<file path="config.mk">
export PLATFORM = sky130hd
export DESIGN_NAME = regport_top
export DESIGN_NICKNAME = d
export VERILOG_FILES = /design/src/rtl/regport_pkg.sv /design/src/rtl/regport_sync.sv /design/src/rtl/regport_lockout.sv /design/src/rtl/regport_frame.sv /design/src/rtl/regport_top.sv
export SDC_FILE = /design/constraint.sdc
export NUM_CORES = 1
export LEC_CHECK = 0
export ABC_AREA = 1
export BUFFER_PORTS_ARGS = -buffer_cell sky130_fd_sc_hd__buf_2
export CORE_UTILIZATION = 40
export CTS_CLUSTER_DIAMETER = 120
export CTS_CLUSTER_SIZE = 40
export DETAILED_ROUTE_END_ITERATION = 8
export GPL_TIMING_DRIVEN = 0
export SYNTH_ARGS = -nofsm -noshare
export SYNTH_HDL_FRONTEND = slang
export SYNTH_HIERARCHICAL = 1
export SYNTH_SLANG_ARGS = --single-unit
</file>
<file path="constraint.sdc">
create_clock -name clk -period 4.4 [get_ports clk]
set_input_delay 0.88 -clock clk [delete_from_list [all_inputs] [get_ports clk]]
set_output_delay 0.88 -clock clk [all_outputs]
set_load 0.01 [all_outputs]
</file>
<file path="src/rtl/regport_pkg.sv">
package regport_pkg;

    // Position inside a two-byte transaction
    typedef enum logic [1:0] {
        PH_ADDR = 2'd0,
        PH_DATA = 2'd1,
        PH_DONE = 2'd2
    } phase_e;

    localparam int BYTE_W = 8;

endpackage

</file>
<file path="src/rtl/regport_sync.sv">
module regport_sync #(
    parameter int             W       = 1,
    parameter int             STAGES  = 2,
    parameter logic [W-1:0]   RST_VAL = '0
) (
    input  logic         clk,
    input  logic         rst_n,
    input  logic [W-1:0] d,
    output logic [W-1:0] q
);

    logic [W-1:0] stg_d [STAGES];
    logic [W-1:0] stg_q [STAGES];

    always_comb begin
        stg_d[0] = d;
        for (int i = 1; i < STAGES; i++) begin
            stg_d[i] = stg_q[i-1];
        end
    end

    always_ff @(posedge clk or negedge rst_n) begin
        if (!rst_n) begin
            for (int i = 0; i < STAGES; i++) begin
                stg_q[i] <= RST_VAL;
            end
        end else begin
            for (int i = 0; i < STAGES; i++) begin
                stg_q[i] <= stg_d[i];
            end
        end
    end

    assign q = stg_q[STAGES-1];

endmodule

</file>
<file path="src/rtl/regport_lockout.sv">
module regport_lockout #(
    parameter int LOCK_CYCLES = 1000
) (
    input  logic clk,
    input  logic rst_n,
    output logic locked
);

    localparam int CNT_W = (LOCK_CYCLES > 0) ? $clog2(LOCK_CYCLES + 1) : 1;
    localparam logic [CNT_W-1:0] LIMIT = CNT_W'(LOCK_CYCLES);

    typedef struct packed {
        logic [CNT_W-1:0] cnt;
    } lk_s;

    lk_s lk_d, lk_q;

    always_comb begin
        lk_d = lk_q;
        if (lk_q.cnt != LIMIT) begin
            lk_d.cnt = lk_q.cnt + 1'b1;
        end
    end

    always_ff @(posedge clk or negedge rst_n) begin
        if (!rst_n) begin
            lk_q <= '0;
        end else begin
            lk_q <= lk_d;
        end
    end

    assign locked = (lk_q.cnt != LIMIT);

endmodule

</file>
<file path="src/rtl/regport_frame.sv">
module regport_frame
    import regport_pkg::*;
#(
    parameter int ADDR_W  = 5,
    parameter int RD_ADDR = 16
) (
    input  logic                clk,
    input  logic                rst_n,
    input  logic                locked,
    input  logic                cs_n_s,
    input  logic                sck_s,
    input  logic                sdi_s,
    input  logic                ext_mode,
    input  logic [BYTE_W-1:0]   rd_value,
    output logic                wr_en,
    output logic [ADDR_W-1:0]   wr_addr,
    output logic [BYTE_W-1:0]   wr_data,
    output logic                sdo,
    output logic                sdo_en,
    output logic                active
);

    localparam logic [ADDR_W-1:0] RD_IDX = ADDR_W'(RD_ADDR);

    typedef struct packed {
        logic                sck_prev;
        logic                cs_prev;
        logic                active;
        phase_e              phase;
        logic [2:0]          bitcnt;
        logic [BYTE_W-1:0]   shreg;
        logic                is_rd;
        logic                addr_ok;
        logic [ADDR_W-1:0]   addr;
        logic                rd_pend;
        logic                rd_on;
        logic [BYTE_W-1:0]   rd_sh;
        logic                wr_en;
        logic [ADDR_W-1:0]   wr_addr;
        logic [BYTE_W-1:0]   wr_data;
    } fr_s;

    fr_s fr_d, fr_q;

    logic              sck_rise;
    logic              sck_fall;
    logic              cs_fall;
    logic [BYTE_W-1:0] sh_next;
    logic [6:0]        idx7;
    logic              idx_ok;

    assign sck_rise = sck_s & ~fr_q.sck_prev;
    assign sck_fall = ~sck_s & fr_q.sck_prev;
    assign cs_fall  = fr_q.cs_prev & ~cs_n_s;
    assign sh_next  = {fr_q.shreg[BYTE_W-2:0], sdi_s};
    assign idx7     = sh_next[6:0];
    assign idx_ok   = ((idx7 >> ADDR_W) == 7'd0);

    always_comb begin
        fr_d          = fr_q;
        fr_d.wr_en    = 1'b0;
        fr_d.sck_prev = sck_s;
        fr_d.cs_prev  = cs_n_s;

        if (cs_n_s || locked) begin
            fr_d.active  = 1'b0;
            fr_d.phase   = PH_ADDR;
            fr_d.bitcnt  = '0;
            fr_d.rd_pend = 1'b0;
            fr_d.rd_on   = 1'b0;
        end else if (!fr_q.active) begin
            if (cs_fall) begin
                fr_d.active = 1'b1;
                fr_d.phase  = PH_ADDR;
                fr_d.bitcnt = '0;
            end
        end else begin
            if (sck_rise && fr_q.phase != PH_DONE) begin
                fr_d.shreg  = sh_next;
                fr_d.bitcnt = fr_q.bitcnt + 3'd1;
                if (fr_q.bitcnt == 3'd7) begin
                    if (fr_q.phase == PH_ADDR) begin
                        fr_d.is_rd   = sh_next[7];
                        fr_d.addr_ok = idx_ok;
                        fr_d.addr    = sh_next[ADDR_W-1:0];
                        fr_d.phase   = PH_DATA;
                        fr_d.rd_pend = sh_next[7] & ext_mode & idx_ok
                                     & (sh_next[ADDR_W-1:0] == RD_IDX);
                    end else begin
                        if (!fr_q.is_rd && fr_q.addr_ok) begin
                            fr_d.wr_en   = 1'b1;
                            fr_d.wr_addr = fr_q.addr;
                            fr_d.wr_data = sh_next;
                        end
                        fr_d.phase = PH_DONE;
                    end
                end
            end
            if (sck_fall) begin
                if (fr_q.rd_pend) begin
                    fr_d.rd_sh   = rd_value;
                    fr_d.rd_on   = 1'b1;
                    fr_d.rd_pend = 1'b0;
                end else if (fr_q.rd_on) begin
                    if (fr_q.phase == PH_DONE) begin
                        fr_d.rd_on = 1'b0;
                    end else begin
                        fr_d.rd_sh = {fr_q.rd_sh[BYTE_W-2:0], 1'b0};
                    end
                end
            end
        end
    end

    always_ff @(posedge clk or negedge rst_n) begin
        if (!rst_n) begin
            fr_q          <= '0;
            fr_q.sck_prev <= 1'b1;
            fr_q.cs_prev  <= 1'b1;
        end else begin
            fr_q <= fr_d;
        end
    end

    assign wr_en   = fr_q.wr_en;
    assign wr_addr = fr_q.wr_addr;
    assign wr_data = fr_q.wr_data;
    assign sdo     = fr_q.rd_sh[BYTE_W-1];
    assign sdo_en  = fr_q.rd_on;
    assign active  = fr_q.active;

endmodule

</file>
<file path="src/rtl/regport_top.sv">
module regport_top
    import regport_pkg::*;
#(
    parameter int CLK_HZ      = 50_000_000,
    parameter int LOCK_MS     = 200,
    parameter int ADDR_W      = 5,
    parameter int RD_ADDR     = 16,
    parameter int DEEMPH_BIT  = 0,
    parameter int SYNC_STAGES = 2,
    localparam int NREG       = 1 << ADDR_W
) (
    input  logic               clk,
    input  logic               rst_n,
    input  logic               cs_n,
    input  logic               sck,
    input  logic               sdi,
    output logic               sdo,
    output logic               sdo_en,
    input  logic               ext_mode,
    input  logic               deemph_pin,
    output logic               deemph_en,
    output logic               cfg_written,
    output logic [NREG*8-1:0]  regs_flat
);

    localparam int LOCK_CYCLES = (CLK_HZ / 1000) * LOCK_MS;
    localparam logic [ADDR_W-1:0] RD_IDX = ADDR_W'(RD_ADDR);

    logic [2:0]          pin_s;
    logic                lock_w;
    logic                act_w;
    logic                wr_en_w;
    logic [ADDR_W-1:0]   wr_addr_w;
    logic [BYTE_W-1:0]   wr_data_w;
    logic [BYTE_W-1:0]   rd_value_w;

    regport_sync #(
        .W       (3),
        .STAGES  (SYNC_STAGES),
        .RST_VAL (3'b110)
    ) u_sync (
        .clk   (clk),
        .rst_n (rst_n),
        .d     ({cs_n, sck, sdi}),
        .q     (pin_s)
    );

    regport_lockout #(
        .LOCK_CYCLES (LOCK_CYCLES)
    ) u_lock (
        .clk    (clk),
        .rst_n  (rst_n),
        .locked (lock_w)
    );

    regport_frame #(
        .ADDR_W  (ADDR_W),
        .RD_ADDR (RD_ADDR)
    ) u_frame (
        .clk      (clk),
        .rst_n    (rst_n),
        .locked   (lock_w),
        .cs_n_s   (pin_s[2]),
        .sck_s    (pin_s[1]),
        .sdi_s    (pin_s[0]),
        .ext_mode (ext_mode),
        .rd_value (rd_value_w),
        .wr_en    (wr_en_w),
        .wr_addr  (wr_addr_w),
        .wr_data  (wr_data_w),
        .sdo      (sdo),
        .sdo_en   (sdo_en),
        .active   (act_w)
    );

    typedef struct packed {
        logic [NREG-1:0][BYTE_W-1:0] regs;
        logic                        cfg;
    } rf_s;

    rf_s rf_d, rf_q;

    always_comb begin
        rf_d = rf_q;
        if (wr_en_w) begin
            rf_d.regs[wr_addr_w] = wr_data_w;
            if (wr_addr_w == '0) begin
                rf_d.cfg = 1'b1;
            end
        end
    end

    always_ff @(posedge clk or negedge rst_n) begin
        if (!rst_n) begin
            rf_q <= '0;
        end else begin
            rf_q <= rf_d;
        end
    end

    assign rd_value_w  = rf_q.regs[RD_IDX];
    assign regs_flat   = rf_q.regs;
    assign cfg_written = rf_q.cfg;
    assign deemph_en   = deemph_pin | rf_q.regs[0][DEEMPH_BIT];

endmodule

</file>
# After elaboration in Yosys (flattened, before gate mapping)
# Cells that the tools add are included.
# Widths: inputs -> output; s select.
[word_totals] reg_bits=334 out_inout_bits=260 elab_cells=120
[op_classes] n_addsub=2 n_lt_le_gt_ge=2 eq_ne=8 mux=25 n_bitwise=12 reduce_logical=20
[ops] operator="$bwmux 256" n=1
[ops] operator="$mux 14" n=5
[ops] operator="$demux 8 s5" n=1
[ops] operator="$mux 8" n=4
[ops] operator="$add 24x1->24 const B" n=1
[ops] operator="$mux 24" n=1
[ops] operator="$ne 24x24->1 const B" n=1
[ops] operator="$mux 21" n=1
[ops] operator="$mux 9" n=2
[ops] operator="$mux 6" n=2
[ops] operator="$mux 10" n=1
[ops] operator="$reduce_and 5->1" n=2
[ops] operator="$logic_not 7->1" n=1
[ops] operator="$and 1x1->1" n=6
[ops] operator="$lt 5x6->1 const B" n=1
[ops] operator="$mux 2" n=3
[ops] operator="$ne 3x3->1 const B" n=2
[ops] operator="$reduce_and 2->1" n=3
[ops] operator="$reduce_and 3->1" n=2
[ops] operator="$reduce_and 6->1" n=1
[ops] operator="$reduce_bool 2->1" n=3
[ops] operator="$eq 5x5->1 const B" n=1
[ops] operator="$ge 5x1->1 const B" n=1
[ops] operator="$logic_not 5->1" n=1
[ops] operator="other kinds (14)" n=22

# Depth between registers and ports, before layout
[logic_depth] ltp_word=10 mapped_depth=12

# Cells and area by module
# Netlist, hierarchy kept.
[modules_own_cells] module="regport_top" n_inst=1 cells_per_inst=1156 area_each_um2=9870.7
[modules_own_cells] module="regport_frame" n_inst=1 cells_per_inst=240 area_each_um2=2152.1
[modules_own_cells] module="regport_lockout" n_inst=1 cells_per_inst=229 area_each_um2=1514.0
[modules_own_cells] module="regport_sync" n_inst=1 cells_per_inst=6 area_each_um2=155.1

# Least setup slack after synthesis
# No wires, ideal clock.
[synth_path] path_kind="input to output" start="in deemph_pin" end="out deemph_en" t_arrival_ps=1168 required_time_ps=3520 path_slack_ps=2352 cell_stages=1 n_path_buf=0 path_cell_list="or2_2"
[synth_via] elab_chain_len=1
[synth_rtl] item="start: declaration" line_no="regport_top.sv:20" text="input logic deemph_pin,"
[synth_rtl] item="$or 1x1->1" line_no="regport_top.sv:104" text="assign deemph_en = deemph_pin | rf_q.regs[0][DEEMPH_BIT];"
[synth_rtl] item="end: declaration" line_no="regport_top.sv:21" text="output logic deemph_en,"
# No other way between the ends.

# Worst setup path after layout
[layout_path] start="reg u_frame.fr_q (netlist bit u_frame/wr_addr[1])" end="reg rf_q (netlist bit regs_flat[222])"
[layout_via] elab_chain_len=5 elab_cells_between_ends=6 classes_between="order compare: 2; mux: 3; reduce/logical: 1"
[layout_rtl] item="start: declaration" line_no="regport_frame.sv:43" text="fr_s fr_d, fr_q;"
[layout_rtl] item="start signal: assignment" line_no="regport_frame.sv:121" text="fr_q <= fr_d;"
[layout_rtl] item="$lt 5x6->1 (implied by the code) / $ge 5x1->1 (equally long branches)" line_no="regport_top.sv:86" text="rf_d.regs[wr_addr_w] = wr_data_w;"
[layout_rtl] item="$logic_and 1x1->1 (implied by the code)" line_no="regport_top.sv:86"
[layout_rtl] item="$mux 8 (implied by the code)" line_no="regport_top.sv:86"
[layout_rtl] item="$demux 8 s5 *" line_no="regport_top.sv:86"
[layout_rtl] item="$bwmux 256 *" line_no="regport_top.sv:86"
[layout_rtl] item="end signal: assignment" line_no="regport_top.sv:97" text="rf_q <= rf_d;"
[layout_rtl] item="end: declaration" line_no="regport_top.sv:81" text="rf_s rf_d, rf_q;"
# Mark *: on every way between the ends. The rest lies on a longest branch, timed or not.
# A chain may end at the register's enable or synchronous reset.

==> summary.md <==
| Metric | Value |
|---|---|
| Setup crit start kind | `flip-flop` |
| GR Overflow Total | `0` |
| Tmin final | `2.483 ns` |
| Total GRT Usage | `22.96%` |
| Clk buf depth | `3` |
| R2r setup slk | `1.92 ns` |
| Post-route DRC violation count | `0` |
| Root buffer cell | `clkbuf_16` |
| RSZ-0062 raised after global routing | `no` |
| Initial antenna violation count | `1` |
| CTS sink cnt | `333` |
| CTS tree | `built` |
| R2r startpoint | `u_frame/wr_addr[1]` |
| Worst Path Required | `4.83 ns` |
| Gates resized, CTS repair | `0` |
| Highest-count cells in the layout ignoring fill and taps | `937 x nand2_1, 327 x dfrtp_1, 272 x buf_2` |
| Final hold vios | `0` |
| Synthesized net count | `1,642` |
| Worst VDD drop | `0.0002250 V` |
| DR vias/cell | `4.796` |
| Mapped Area | `13,690 sq um` |
| Htree depth | `1` |
| Worst setup path category | `flip-flop to flip-flop` |
| Die Span Y | `187.0 microns` |
| Synth Register Bits | `333` |
| Setup WS pre-CTS | `1.948 ns` |
| Status | `completed` |
| Xor and xnor fraction of the mapped netlist area | `0.9595%` |
| Syn_area_per_cell | `8.395 sq um` |
| Drt wl/cell | `16.73 microns` |
| Reg2reg end | `regs_flat[222]` |
| Via count | `11,340` |
| Clk_lat worst skew | `0.52 ns` |
| Post-route setup slack | `1.917 ns` |
| Max-cap violation count | `0` |
| Type of the worst min-delay path | `input port to async pin` |
| Post-Synth Adder-Cell Area | `0.3655%` |
| Sequential area share after synthesis | `60.92%` |
| Die area | `34,970 sq um` |
| Post-Synth Simple-Gate Area | `32.66%` |
| Layout Skew | `0.03652 ns` |
| Port Buffers | `266` |
| Final Instance Area | `16,020 sq um` |
| Num rows | `67` |
| Synth Area in Compound Gates | `1.471%` |
| FF-to-FF path depth | `6` |
| Largest family of logic cells by synthesized area | `simple AND/OR/NAND/NOR gates` |
| Final Max Tran Viols | `0` |
| Final critical-path share of the clock period | `56.43%` |
| DP HPWL | `27,780 microns` |
| Worst-path fanout max | `9` |
| Rel. slew slack | `16.75%` |
| DRT Wirelength | `39,560 microns` |
| Most common cell after layout, fill and taps aside | `nand2_1` |
| Area post-placement | `15,650 sq um` |
| DRT iter0 DRCs | `803` |
| Slew @ Worst Pin | `1.244 ns` |
| Worst path arrival time | `2.91 ns` |
| Post-route ant nets | `0` |
| Chip width | `187.0 microns` |
| Reg area | `8341 sq um` |
| Number of setup violations in the final report | `0` |
| Largest net degree at the start of global routing | `122` |
| Syn. warnings | `6` |
| Hold_ws | `0.3689 ns` |
| Fmax | `0.4028 GHz` |
| Final GP Congestion | `0.8388` |
| Mux share of post-synthesis cell area | `0%` |
| # IOs | `267` |
| Share of layout cells above drive strength 1 | `17.38%` |
| Core ar. | `33,620 sq um` |
| Final Power | `4.651 mW` |
| Post-synth cell types | `29` |
| Clock buffer count from CTS | `12` |
| Pwr Density | `290.4 nW/um^2` |
| Fillers | `3,419` |
| Hold_buf cts | `0` |
| DRT Pass-1 Iters | `5` |
| Crit end category | `flip-flop` |
| Setup_tns | `0 ns` |
| Area Growth Syn to Fin | `16.99%` |
| Final #Nets | `1,924` |
| Vias in the first global route | `10,760` |
| Multi-input gate area | `4855 sq um` |
| First-pass GRT wire length | `62,930 microns` |
| Post-CTS setup buffer count | `0` |
| Leakage | `9.476 nW` |
| Initial core utilization | `40.73%` |
| Synth Instances | `1,631` |
| Clock transition at the registers of the reported paths | `0.14 ns` |
==> layout make-up <==
type,instances,share of cell area [%]
sequential,333,52.07
tap,448,3.499
clock buffer,16,2.101
multi-input combinational,1190,30.31
antenna,1,0.01562
clock inverter,1,0.1875
buffer,53,1.812
inverter,55,1.289
timing repair buffer,268,8.717
==> report_power, final <==
group | switching, mW | leakage (nW) | internal, mW
Combinational | 0.0625 | 4.69 | 0.00938
Sequential | 0.00258 | 4.62 | 3.07
Clock | 0.948 | 0.175 | 0.562
Total | 1.01 | 9.48 | 3.64
==> logic make-up after synthesis <==
kind of cell | after synthesis
AOI/OAI and AO/OA | 34
xor gates and xnor gates | 15
adders and majority gates | 4
buffers and inverters | 108
DFF | 333
and+or+nand+nor | 1137
==> routing by layer <==
| layer | wire length, microns | track usage [%] |
|---|---|---|
| met1 | 17700 | 31.52 |
| met2 | 18970 | 38.98 |
| met3 | 2168 | 3.058 |
| met4 | 724 | 4.760 |
| met5 | 0 | 0 |
==> sequential cells by signal (all words and copies together) (netlist names) <==
| signal | count |
|---|---|
| u_frame/sdo | 1 |
| u_lock/lk_q | 24 |
| cfg_written | 1 |
| u_frame/sdo_en | 1 |
| u_frame/wr_addr | 5 |
| u_sync/q | 3 |
| rd_value_w | 8 |
| u_frame/fr_q | 29 |
| u_sync/stg_d | 3 |
| regs_flat | 248 |
| u_frame/wr_en | 1 |
| u_frame/wr_data | 8 |
| u_frame/active | 1 |
==> per-stage QoR <==
stage                     std cells  utilization [%]
after floorplan                1631                -
after global placement         2345            46.36
after detailed placement       2347            46.55
after CTS                      2364            47.64
after global routing           2364            47.64
final                          2365            47.65
==> synthesized netlist by cell type <==
master | count | share of area [%]
or2_2 | 1 | 0.046
o21ai_1 | 8 | 0.29
xor2_1 | 15 | 0.96
nor2_2 | 5 | 0.23
a21oi_1 | 1 | 0.037
o21a_1 | 2 | 0.11
o21bai_1 | 1 | 0.055
ha_1 | 4 | 0.37
a22oi_1 | 7 | 0.38
nand3b_1 | 2 | 0.11
buf_4 | 14 | 0.77
o21ai_0 | 13 | 0.48
dfrtp_1 | 327 | 60
nand3_2 | 2 | 0.15
o21ai_2 | 1 | 0.064
nor2_4 | 5 | 0.41
inv_1 | 54 | 1.5
buf_2 | 7 | 0.26
clkbuf_1 | 28 | 0.77
a211oi_1 | 1 | 0.055
nor3_1 | 2 | 0.073
buf_6 | 4 | 0.33
nor2_1 | 97 | 2.7
nand2_4 | 3 | 0.25
nand2_1 | 937 | 26
dfstp_2 | 6 | 1.2
inv_2 | 1 | 0.027
nand2_2 | 2 | 0.091
nand3_1 | 81 | 3.0
==> worst max path at each step <==
stage / start / to / slack (ns) / cells after the start
final: u_frame/wr_addr[1] / regs_flat[222] / 1.92 / 6
after global routing: u_frame/wr_addr[0] / regs_flat[57] / 1.75 / 6
after CTS: u_frame/wr_addr[1] / regs_flat[222] / 1.92 / 6
after detailed placement: u_frame/wr_addr[1] / regs_flat[222] / 1.95 / 6
after global placement: rst_n / regs_flat[60] / -4.04 / 1
after floorplan: deemph_pin / deemph_en / 2.35 / 1
==> critical path, stage by stage, from the launching register on <==
cell,delay (ns)
dfrtp_1,0.38
buf_4,0.13
nand3_1,0.55
inv_1,0.73
nand2_1,0.39
nand2_1,0.16
nand2_1,0.06
No activity file was read; power rests on OpenSTA's default activity.
